File: config.mk
export PLATFORM = sky130hd
export DESIGN_NAME = ir_runlen_sampler
export DESIGN_NICKNAME = d
export VERILOG_FILES = /design/src/rtl/ir_rl_pkg.sv /design/src/rtl/ir_rl_tick.sv /design/src/rtl/ir_rl_front.sv /design/src/rtl/ir_rl_runlen.sv /design/src/rtl/ir_runlen_sampler.sv
export SDC_FILE = /design/constraint.sdc
export NUM_CORES = 1
export LEC_CHECK = 0
export BUFFER_PORTS_ARGS = -buffer_cell sky130_fd_sc_hd__buf_2
export CORE_MARGIN = 2
export CORE_UTILIZATION = 55
export DETAILED_ROUTE_END_ITERATION = 7
export GPL_TIMING_DRIVEN = 0
export HOLD_SLACK_MARGIN = 0.08
export PLACE_DENSITY = 0.83
export SETUP_SLACK_MARGIN = 0.02
export SYNTH_ARGS = -nofsm -noshare
export SYNTH_HDL_FRONTEND = slang
export SYNTH_SLANG_ARGS = --single-unit
File: constraint.sdc
create_clock -name clk -period 7.3 [get_ports clk]
set_input_delay 0.73 -clock clk [delete_from_list [all_inputs] [get_ports clk]]
set_output_delay 0.73 -clock clk [all_outputs]
set_load 0.01 [all_outputs]
File: src/rtl/ir_rl_pkg.sv
`timescale 1ns/1ps
package ir_rl_pkg;
  localparam int SYM_W    = 8;
  localparam int DUR_W    = SYM_W - 1;
  localparam int RUN_MAX  = 1 << DUR_W;
  localparam int SCALE_SH = 7;
  localparam int DIV_FAST = 64;
  localparam int DIV_SLOW = 128;
  localparam int DIV_W    = $clog2(DIV_SLOW);

  typedef enum logic {ST_WAIT, ST_PKT} rl_state_t;
endpackage

File: src/rtl/ir_rl_tick.sv
`timescale 1ns/1ps
module ir_rl_tick
  import ir_rl_pkg::*;
(
  input  logic clk,
  input  logic rst_n,
  input  logic div_slow,
  output logic tick
);
  logic [DIV_W-1:0] cnt;
  logic [DIV_W-1:0] lim;

  assign lim = div_slow ? DIV_W'(DIV_SLOW - 1) : DIV_W'(DIV_FAST - 1);

  always_ff @(posedge clk or negedge rst_n) begin
    if (!rst_n) begin
      cnt  <= '0;
      tick <= 1'b0;
    end else if (cnt >= lim) begin
      cnt  <= '0;
      tick <= 1'b1;
    end else begin
      cnt  <= cnt + DIV_W'(1);
      tick <= 1'b0;
    end
  end
endmodule

File: src/rtl/ir_rl_front.sv
`timescale 1ns/1ps
module ir_rl_front #(
  parameter int SYNC_STAGES = 2,
  parameter int FILT_W      = 6
) (
  input  logic              clk,
  input  logic              rst_n,
  input  logic              tick,
  input  logic              ir_raw,
  input  logic              invert,
  input  logic [FILT_W-1:0] filt_len,
  output logic              level
);
  localparam int RW = FILT_W + 1;

  logic [SYNC_STAGES-1:0] sync_q;
  logic                   synced;
  logic [FILT_W-1:0]      need;
  logic [FILT_W-1:0]      diff_cnt;
  logic [RW-1:0]          diff_nx;

  // inversion sits ahead of the synchronizer so both move together
  always_ff @(posedge clk or negedge rst_n) begin
    if (!rst_n) sync_q <= '0;
    else        sync_q <= {sync_q[SYNC_STAGES-2:0], ir_raw ^ invert};
  end

  assign synced  = sync_q[SYNC_STAGES-1];
  assign need    = (filt_len == '0) ? FILT_W'(1) : filt_len;
  assign diff_nx = RW'(diff_cnt) + RW'(1);

  always_ff @(posedge clk or negedge rst_n) begin
    if (!rst_n) begin
      level    <= 1'b0;
      diff_cnt <= '0;
    end else if (tick) begin
      if (synced != level) begin
        if (diff_nx >= RW'(need)) begin
          level    <= synced;
          diff_cnt <= '0;
        end else begin
          diff_cnt <= diff_nx[FILT_W-1:0];
        end
      end else begin
        diff_cnt <= '0;
      end
    end
  end
endmodule

File: src/rtl/ir_rl_runlen.sv
`timescale 1ns/1ps
module ir_rl_runlen
  import ir_rl_pkg::*;
#(
  parameter int IDLE_W = 8,
  parameter int ACT_W  = 8
) (
  input  logic             clk,
  input  logic             rst_n,
  input  logic             tick,
  input  logic             level,
  input  logic [IDLE_W-1:0] idle_units,
  input  logic [ACT_W-1:0] act_len,
  input  logic             act_x128,
  output logic             emit_v,
  output logic [SYM_W-1:0] emit_d,
  output logic             end_v
);
  localparam int CW = ((ACT_W > IDLE_W) ? ACT_W : IDLE_W) + 1 + SCALE_SH;
  localparam int RCW = DUR_W + 1;

  rl_state_t        state;
  logic [CW-1:0]    act_lim, idle_lim, act_cnt, sp_cnt, act_nx, sp_nx;
  logic [RCW-1:0]   run_cnt, run_m1;
  logic             run_lvl;

  always_comb begin
    act_lim = CW'(act_len) + CW'(1);
    if (act_x128) act_lim = act_lim << SCALE_SH;
    idle_lim = (CW'(idle_units) + CW'(1)) << SCALE_SH;
    act_nx   = act_cnt + CW'(1);
    sp_nx    = sp_cnt + CW'(1);
    run_m1   = run_cnt - RCW'(1);
  end

  always_ff @(posedge clk or negedge rst_n) begin
    if (!rst_n) begin
      state   <= ST_WAIT;
      act_cnt <= '0;
      sp_cnt  <= '0;
      run_cnt <= RCW'(1);
      run_lvl <= 1'b0;
      emit_v  <= 1'b0;
      emit_d  <= '0;
      end_v   <= 1'b0;
    end else begin
      emit_v <= 1'b0;
      end_v  <= 1'b0;
      if (tick) begin
        unique case (state)
          ST_WAIT: begin
            if (level) begin
              if (act_nx >= act_lim) begin
                state   <= ST_PKT;
                run_lvl <= 1'b1;
                run_cnt <= RCW'(1);
                sp_cnt  <= '0;
                act_cnt <= '0;
              end else begin
                act_cnt <= act_nx;
              end
            end else begin
              act_cnt <= '0;
            end
          end
          ST_PKT: begin
            sp_cnt <= level ? '0 : sp_nx;
            if (!level && sp_nx >= idle_lim) begin
              emit_v  <= 1'b1;
              emit_d  <= {run_lvl, run_m1[DUR_W-1:0]};
              end_v   <= 1'b1;
              state   <= ST_WAIT;
              act_cnt <= '0;
              sp_cnt  <= '0;
            end else if (level == run_lvl) begin
              if (run_cnt == RCW'(RUN_MAX)) begin
                emit_v  <= 1'b1;
                emit_d  <= {run_lvl, {DUR_W{1'b1}}};
                run_cnt <= RCW'(1);
              end else begin
                run_cnt <= run_cnt + RCW'(1);
              end
            end else begin
              emit_v  <= 1'b1;
              emit_d  <= {run_lvl, run_m1[DUR_W-1:0]};
              run_lvl <= level;
              run_cnt <= RCW'(1);
            end
          end
          default: state <= ST_WAIT;
        endcase
      end
    end
  end
endmodule

File: src/rtl/ir_runlen_sampler.sv
`timescale 1ns/1ps
module ir_runlen_sampler
  import ir_rl_pkg::*;
#(
  parameter int FILT_W      = 6,
  parameter int IDLE_W      = 8,
  parameter int ACT_W       = 8,
  parameter int SYNC_STAGES = 2
) (
  input  logic              clk,
  input  logic              rst_n,
  input  logic              ir_in,
  input  logic              cfg_invert,
  input  logic              cfg_div128,
  input  logic [FILT_W-1:0] cfg_filter,
  input  logic [IDLE_W-1:0] cfg_idle,
  input  logic [ACT_W-1:0]  cfg_active,
  input  logic              cfg_active_x128,
  input  logic              sym_ready,
  output logic              sym_valid,
  output logic [SYM_W-1:0]  sym_data,
  output logic              pkt_end
);
  logic             tick;
  logic             level;
  logic             emit_v;
  logic [SYM_W-1:0] emit_d;
  logic             end_v;

  ir_rl_tick u_tick (
    .clk(clk), .rst_n(rst_n), .div_slow(cfg_div128), .tick(tick)
  );

  ir_rl_front #(.SYNC_STAGES(SYNC_STAGES), .FILT_W(FILT_W)) u_front (
    .clk(clk), .rst_n(rst_n), .tick(tick), .ir_raw(ir_in),
    .invert(cfg_invert), .filt_len(cfg_filter), .level(level)
  );

  ir_rl_runlen #(.IDLE_W(IDLE_W), .ACT_W(ACT_W)) u_run (
    .clk(clk), .rst_n(rst_n), .tick(tick), .level(level),
    .idle_units(cfg_idle), .act_len(cfg_active), .act_x128(cfg_active_x128),
    .emit_v(emit_v), .emit_d(emit_d), .end_v(end_v)
  );

  // single output slot: a new symbol while the slot is stuck is dropped
  always_ff @(posedge clk or negedge rst_n) begin
    if (!rst_n) begin
      sym_valid <= 1'b0;
      sym_data  <= '0;
      pkt_end   <= 1'b0;
    end else begin
      pkt_end <= end_v;
      if (emit_v && (!sym_valid || sym_ready)) begin
        sym_valid <= 1'b1;
        sym_data  <= emit_d;
      end else if (sym_valid && sym_ready) begin
        sym_valid <= 1'b0;
      end
    end
  end
endmodule

==> Yosys cells after proc, flatten, opt, wreduce, memory -nomap -nowiden <==
Cells that the tools add are included.
{ "totals": {"word_cells": 97, "inputBits": 29, "output_inout_bits": 10, "regBits": 79} }
{ "classes": {"order_cmp": 4, "n_eq_ne": 9, "n_addsub": 8, "n_mux": 44, "n_bitwise": 2, "reduce_logical": 14} }
{ "op_table": {"columns": ["cell", "n"], "rows": [
  ["16-bit 2-to-1 mux", 8],
  ["8-bit 2-to-1 mux", 8],
  ["16-bit one-hot mux with 2 select lines", 2],
  ["16-bit by 1-bit adder with 16-bit output (second input constant)", 2],
  ["16-bit greater-or-equal comparator", 2],
  ["8-bit by 1-bit adder with 9-bit output (second input constant)", 2],
  ["1-bit 2-to-1 mux", 18],
  ["6-bit 2-to-1 mux", 3],
  ["8-bit one-hot mux with 2 select lines", 1],
  ["7-bit 2-to-1 mux", 2],
  ["3-bit AND reduction", 3],
  ["8-bit by 1-bit adder with 8-bit output (second input constant)", 1],
  ["8-bit equality test (second input constant)", 1],
  ["2-bit inequality test (second input constant)", 4],
  ["6-bit by 1-bit adder with 7-bit output (second input constant)", 1],
  ["7-bit by 1-bit adder with 7-bit output (second input constant)", 1],
  ["7-bit by 6-bit greater-or-equal comparator with 1-bit output", 1],
  ["7-bit greater-or-equal comparator", 1],
  ["7-bit by 1-bit subtractor with 7-bit output (second input constant)", 1],
  ["6-bit zero test", 1],
  ["5-bit AND reduction", 1],
  ["1-bit one-hot mux with 2 select lines", 2],
  ["4-bit AND reduction", 1],
  ["1-bit logical AND", 3],
  ["10 further kinds", 11]
]} }

==> Longest topological paths before layout <==
{ "logic_depth": {"ltp_word": 6, "depth_mapped": 15, "depth_no_buf": 13} }

==> By module <==
From an unflattened synthesis, not the netlist that was laid out.
{ "hier_totals": {"cells_unflattened": 583, "area_unflattened_um2": 5436.5} }
{ "by_module_without_submodules": {"columns": ["module", "seq_area_each_um2", "n_inst", "area_per_inst_um2", "cells_per_inst"], "rows": [
  ["ir_rl_runlen", 1302.5, 1, 4013.8, 458],
  ["ir_rl_front", 225.2, 1, 620.6, 66],
  ["ir_runlen_sampler", 250.2, 1, 402.9, 21],
  ["ir_rl_tick", 200.2, 1, 399.1, 38]
]} }

==> Worst setup path before layout <==
OpenSTA, ideal clock, no wires.
{ "synth_path": {"path_type": "register -> register", "start": "register u_run.sp_cnt[0]", "end": "register u_run.act_cnt[15]", "setup_slack_ns": 3.831, "path_stages_with_launch": 15, "setup_ns": 0.126, "required_time_ns": 7.174, "arrival_ns": 3.343, "n_path_buf": 1, "path_cell_list": "dfrtp_1 ha_1 nand2_1 nor3_1 nand2_1 nor2_1 xor2_1 ha_1 nand4_1 or3_1 o211a_1 a21oi_1 o21ai_2 buf_6 a221o_1"} }
{ "synth_via": {"elab_chain_len": 5} }
{ "synth_rtl": {"columns": ["element", "line", "text"], "rows": [
  ["from (decl)", "ir_rl_runlen.sv:23", "logic [CW-1:0] act_lim, idle_lim, act_cnt, sp_cnt, act_nx, sp_nx;"],
  ["from (signal assigned)", "ir_rl_runlen.sv:67", "sp_cnt <= level ? '0 : sp_nx;"],
  ["16-bit by 1-bit adder with 16-bit output", "ir_rl_runlen.sv:32", "sp_nx = sp_cnt + CW'(1);"],
  ["16-bit greater-or-equal comparator", "ir_rl_runlen.sv:68", "if (!level && sp_nx >= idle_lim) begin"],
  ["1-bit logical AND", "ir_rl_runlen.sv:68", null],
  ["2-bit inequality test (no source line)", null, null],
  ["2-bit AND reduction (no source line)", null, null],
  ["to (signal assigned)", "ir_rl_runlen.sv:60", "act_cnt <= act_nx;"],
  ["to (decl)", "ir_rl_runlen.sv:23", null]
]} }
No other way between the ends.
A chain may end at the register's enable or synchronous reset.

==> Worst setup path in the final report <==
{ "layout_path": {"start": "register u_run.act_cnt[0]", "end": "register u_run.sp_cnt[0]"} }
{ "layout_via": {"elab_chain_len": 4} }
{ "layout_rtl": {"columns": ["element", "line", "text"], "rows": [
  ["16-bit by 1-bit adder with 16-bit output", "ir_rl_runlen.sv:31", "act_nx = act_cnt + CW'(1);"],
  ["16-bit greater-or-equal comparator", "ir_rl_runlen.sv:53", "if (act_nx >= act_lim) begin"],
  ["2-bit by 1-bit inequality test with 1-bit output (no source line)", null, null],
  ["3-bit AND reduction (no source line)", null, null]
]} }
No other way between the ends.

==> results.toml <==
[yosys]
ys_types = 57
ys_seq_elements = 79
yosysSeqAreaShare = 0.375
syn_inst = 545
synth.top_cell.area_share = 0.370
synth-edff-count = 0
syn_nets = 615
ys_warn_count = 0
synth.cell_area_sq_mm = 0.00527
synth.avg_cell_area_sq_um = 9.67
synth_area_leader_cell = "dfrtp_1"
ys_async_sr_fraction = 1.00
synthTopCellsByArea = "dfrtp_1 37%, ha_1 9.7%, xnor2_1 4.8%, xor2_1 4.0%, nand2_1 3.1%"
synth_flop_cell = "dfrtp_1"

[routing]
ant_nets = 0
dr.pass1.iters = 5
drt_first_iter_violations = 265
via_per_inst = 5.85
wl_per_cell_um = 14.6
drc = 0
num_vias = 4259
wl_um = 10600

[floorplan]
ioPinCount = 39
die_w_um = 102
fp.dieH_um = 102
core_sq_mm = 0.00928
num_rows = 35
die_area_sq_mm = 0.0104
start_util = 0.568

[critical_path]
cp.arrival_ns = 4.42
critPathLaunchType = "flip-flop"
rr_worst_depth = 14
crit_required_ns = 7.60
end_kind = "flip-flop"
cp_max_fo = 8
setup.worst_path.class = "reg -> reg"
slowest_delay_ns = 0.56
rrSetupSlack_ns = 3.19
worstReg2RegStart = "u_run.act_cnt[0]$_DFFE_PN0P_"
worstPathCellList = "ha_1 -> nand3_1 -> nor2_1 -> and3_1 -> clkbuf_1 -> nand3_1 -> xnor2_1 -> ha_1 -> o21ai_0 -> nor2_1 -> a2111oi_4 -> a311oi_2 -> o21ai_1 -> mux2_2"
slowest_stage = "o21ai_1"
r2r_end = "u_run.sp_cnt[0]$_DFFE_PN0P_"

[timing]
whs_ns = 0.293
fin_crit_ns = 4.11
rsz0062_at_grt = "no"
postLayoutSetupSlackWorst_ns = 3.19
setup-violations-final = 0
drv_slew = 0
fin_skew_ns = 0.0155
timing.fmax_mhz = 243
hold_viol = 0
period_share = 0.564
max_slew_margin = 0.445
fin_setup_tns_ns = 0
worst_slew_pin_slew_ns = 0.827

[cts]
cts_resized = 0
hold_buffers = 0
cts_setup_buffers = 0
clock_path_buffers = 2
clock_latency_ns = 0.37
cts_tree = "built"
clkTransAtPathRegs_ns = 0.10
clkSinkCount = 79
h-tree-depth = 3
cts_root_buffer = "clkbuf_8"
cts_buffers = 9

[grt]
grt_max_degree = 46
grt_pass1_vias = 4112
gr-total-overflow = 0
track_usage = 0.219
antenna_found_initial = 0
grt_pass1_wl_um = 18300

[power]
vdd_drop_max_uv = 149
power.density_mw_per_mm2 = 151
leakage_nw = 2.69
total_power_uw = 882

[cells_and_area]
fin_nets = 664
diodes = 0
syn_to_final_growth_pct = 11.0
drive_above_1_share = 0.157

[outcome]
status = "finished clean"

[placed_design]
port_buffers = 37
place.gp.congestion = 0.883
place_ws_ns = 3.27
dp_hpwl_um = 7770

[flow_run]
cap_violations = 0

[hold_path]
hp-class = "in -> async"
==> how the worst max path moves through the flow <==
stage / from / to / slack (ns) / depth (start not counted)
global route: u_run.sp_cnt[1]$_DFFE_PN0P_ / u_run.sp_cnt[5]$_DFFE_PN0P_ / 2.75 / 13
finish: u_run.act_cnt[0]$_DFFE_PN0P_ / u_run.sp_cnt[0]$_DFFE_PN0P_ / 3.19 / 14
global placement: u_run.sp_cnt[0]$_DFFE_PN0P_ / u_run.act_cnt[15]$_DFFE_PN0P_ / 3.30 / 14
detailed placement: u_run.sp_cnt[1]$_DFFE_PN0P_ / u_run.act_cnt[11]$_DFFE_PN0P_ / 3.27 / 14
CTS: u_run.act_cnt[0]$_DFFE_PN0P_ / u_run.act_cnt[11]$_DFFE_PN0P_ / 3.20 / 15
floorplan: u_run.sp_cnt[0]$_DFFE_PN0P_ / u_run.act_cnt[15]$_DFFE_PN0P_ / 3.83 / 14
==> flip-flops by register name, summed over array words and instances (netlist names) <==
signal	cells
u_tick.tick	1
u_run.emit_v	1
u_front.level	1
sym_valid	1
u_run.run_lvl	1
sym_data	8
u_front.sync_q	2
u_run.end_v	1
u_run.emit_d	8
u_front.diff_cnt	6
u_tick.cnt	7
u_run.act_cnt	16
u_run.run_cnt	8
pkt_end	1
u_run.sp_cnt	16
u_run.state	1
==> cell usage in the layout, fill, tap and decap left out, types with 12 or more instances in the layout <==
cell type,instances
a21oi_1,16
a31oi_1,20
and3_1,15
buf_2,41
dfrtp_1,78
ha_1,41
inv_1,22
nand2_1,43
nand2b_1,17
nand3_1,29
nor2_1,39
nor3_1,14
o21ai_0,12
xnor2_1,29
xor2_1,24
==> critical path: cells and delay by family, from the launching register on <==
family          cells  cell delay (ns)
mux                 1             0.28
buf+inv             1             0.24
flops               1             0.44
compound gates      4             1.40
simple gates        5             0.91
fa+ha+maj           2             0.56
xor+xnor            1             0.24
==> through the flow <==
stage,util,instance area [sq um],std cells
after floorplan,-,5270,545
after global placement,0.605,5620,711
after detailed placement,0.607,5640,712
after CTS,0.630,5850,728
after global routing,0.630,5850,728
final,0.630,5850,728
==> Yosys cell counts, types with 10 or more instances <==
| master | n |
|---|---|
| a21oi_1 | 16 |
| a221o_1 | 11 |
| a22o_1 | 11 |
| a31oi_1 | 20 |
| and3_1 | 15 |
| clkbuf_1 | 11 |
| dfrtp_1 | 78 |
| ha_1 | 41 |
| inv_1 | 22 |
| mux2_2 | 10 |
| mux2i_1 | 10 |
| nand2_1 | 43 |
| nand2b_1 | 17 |
| nand3_1 | 29 |
| nor2_1 | 39 |
| nor3_1 | 14 |
| o21ai_0 | 12 |
| xnor2_1 | 29 |
| xor2_1 | 24 |
==> report_power, final <==
group	internal (mW)	leakage, nW	switching (mW)
Clock	0.166	0.108	0.189
Combinational	0.0329	1.57	0.0461
Sequential	0.442	1.01	0.00451
==> logic make-up after synthesis <==
kind of cell             count (synthesis)  share of synthesized area
AND/OR/NAND/NOR                        200                      0.199
adder cells (fa/ha/maj)                 41                     0.0974
flip-flops                              79                      0.375
multiplexers                            21                     0.0432
XOR/XNOR                                53                     0.0881
buffers and inverters                   42                     0.0354
AO/OA/AOI/OAI                          109                      0.162
==> metal layers <==
layer | vias up | GRT usage | wire, um
li1 | 2084 | - | -
met1 | 2040 | 0.276 | 4780
met2 | 122 | 0.385 | 5150
met3 | 13 | 0.0506 | 524
met4 | 0 | 0.0503 | 144
met5 | - | 0 | 0
==> area by class of cell <==
cell class	count	area [sq um]
Buffer	20	104
Clock buffer	9	124
Inverter	22	82.6
Tap cell	129	161
Multi-Input combinational cell	424	3100
Clock inverter	7	87.6
Fill cell	771	3430
Timing Repair Buffer	38	208
Sequential cell	79	1980
Power figures use the tool's default switching activity.
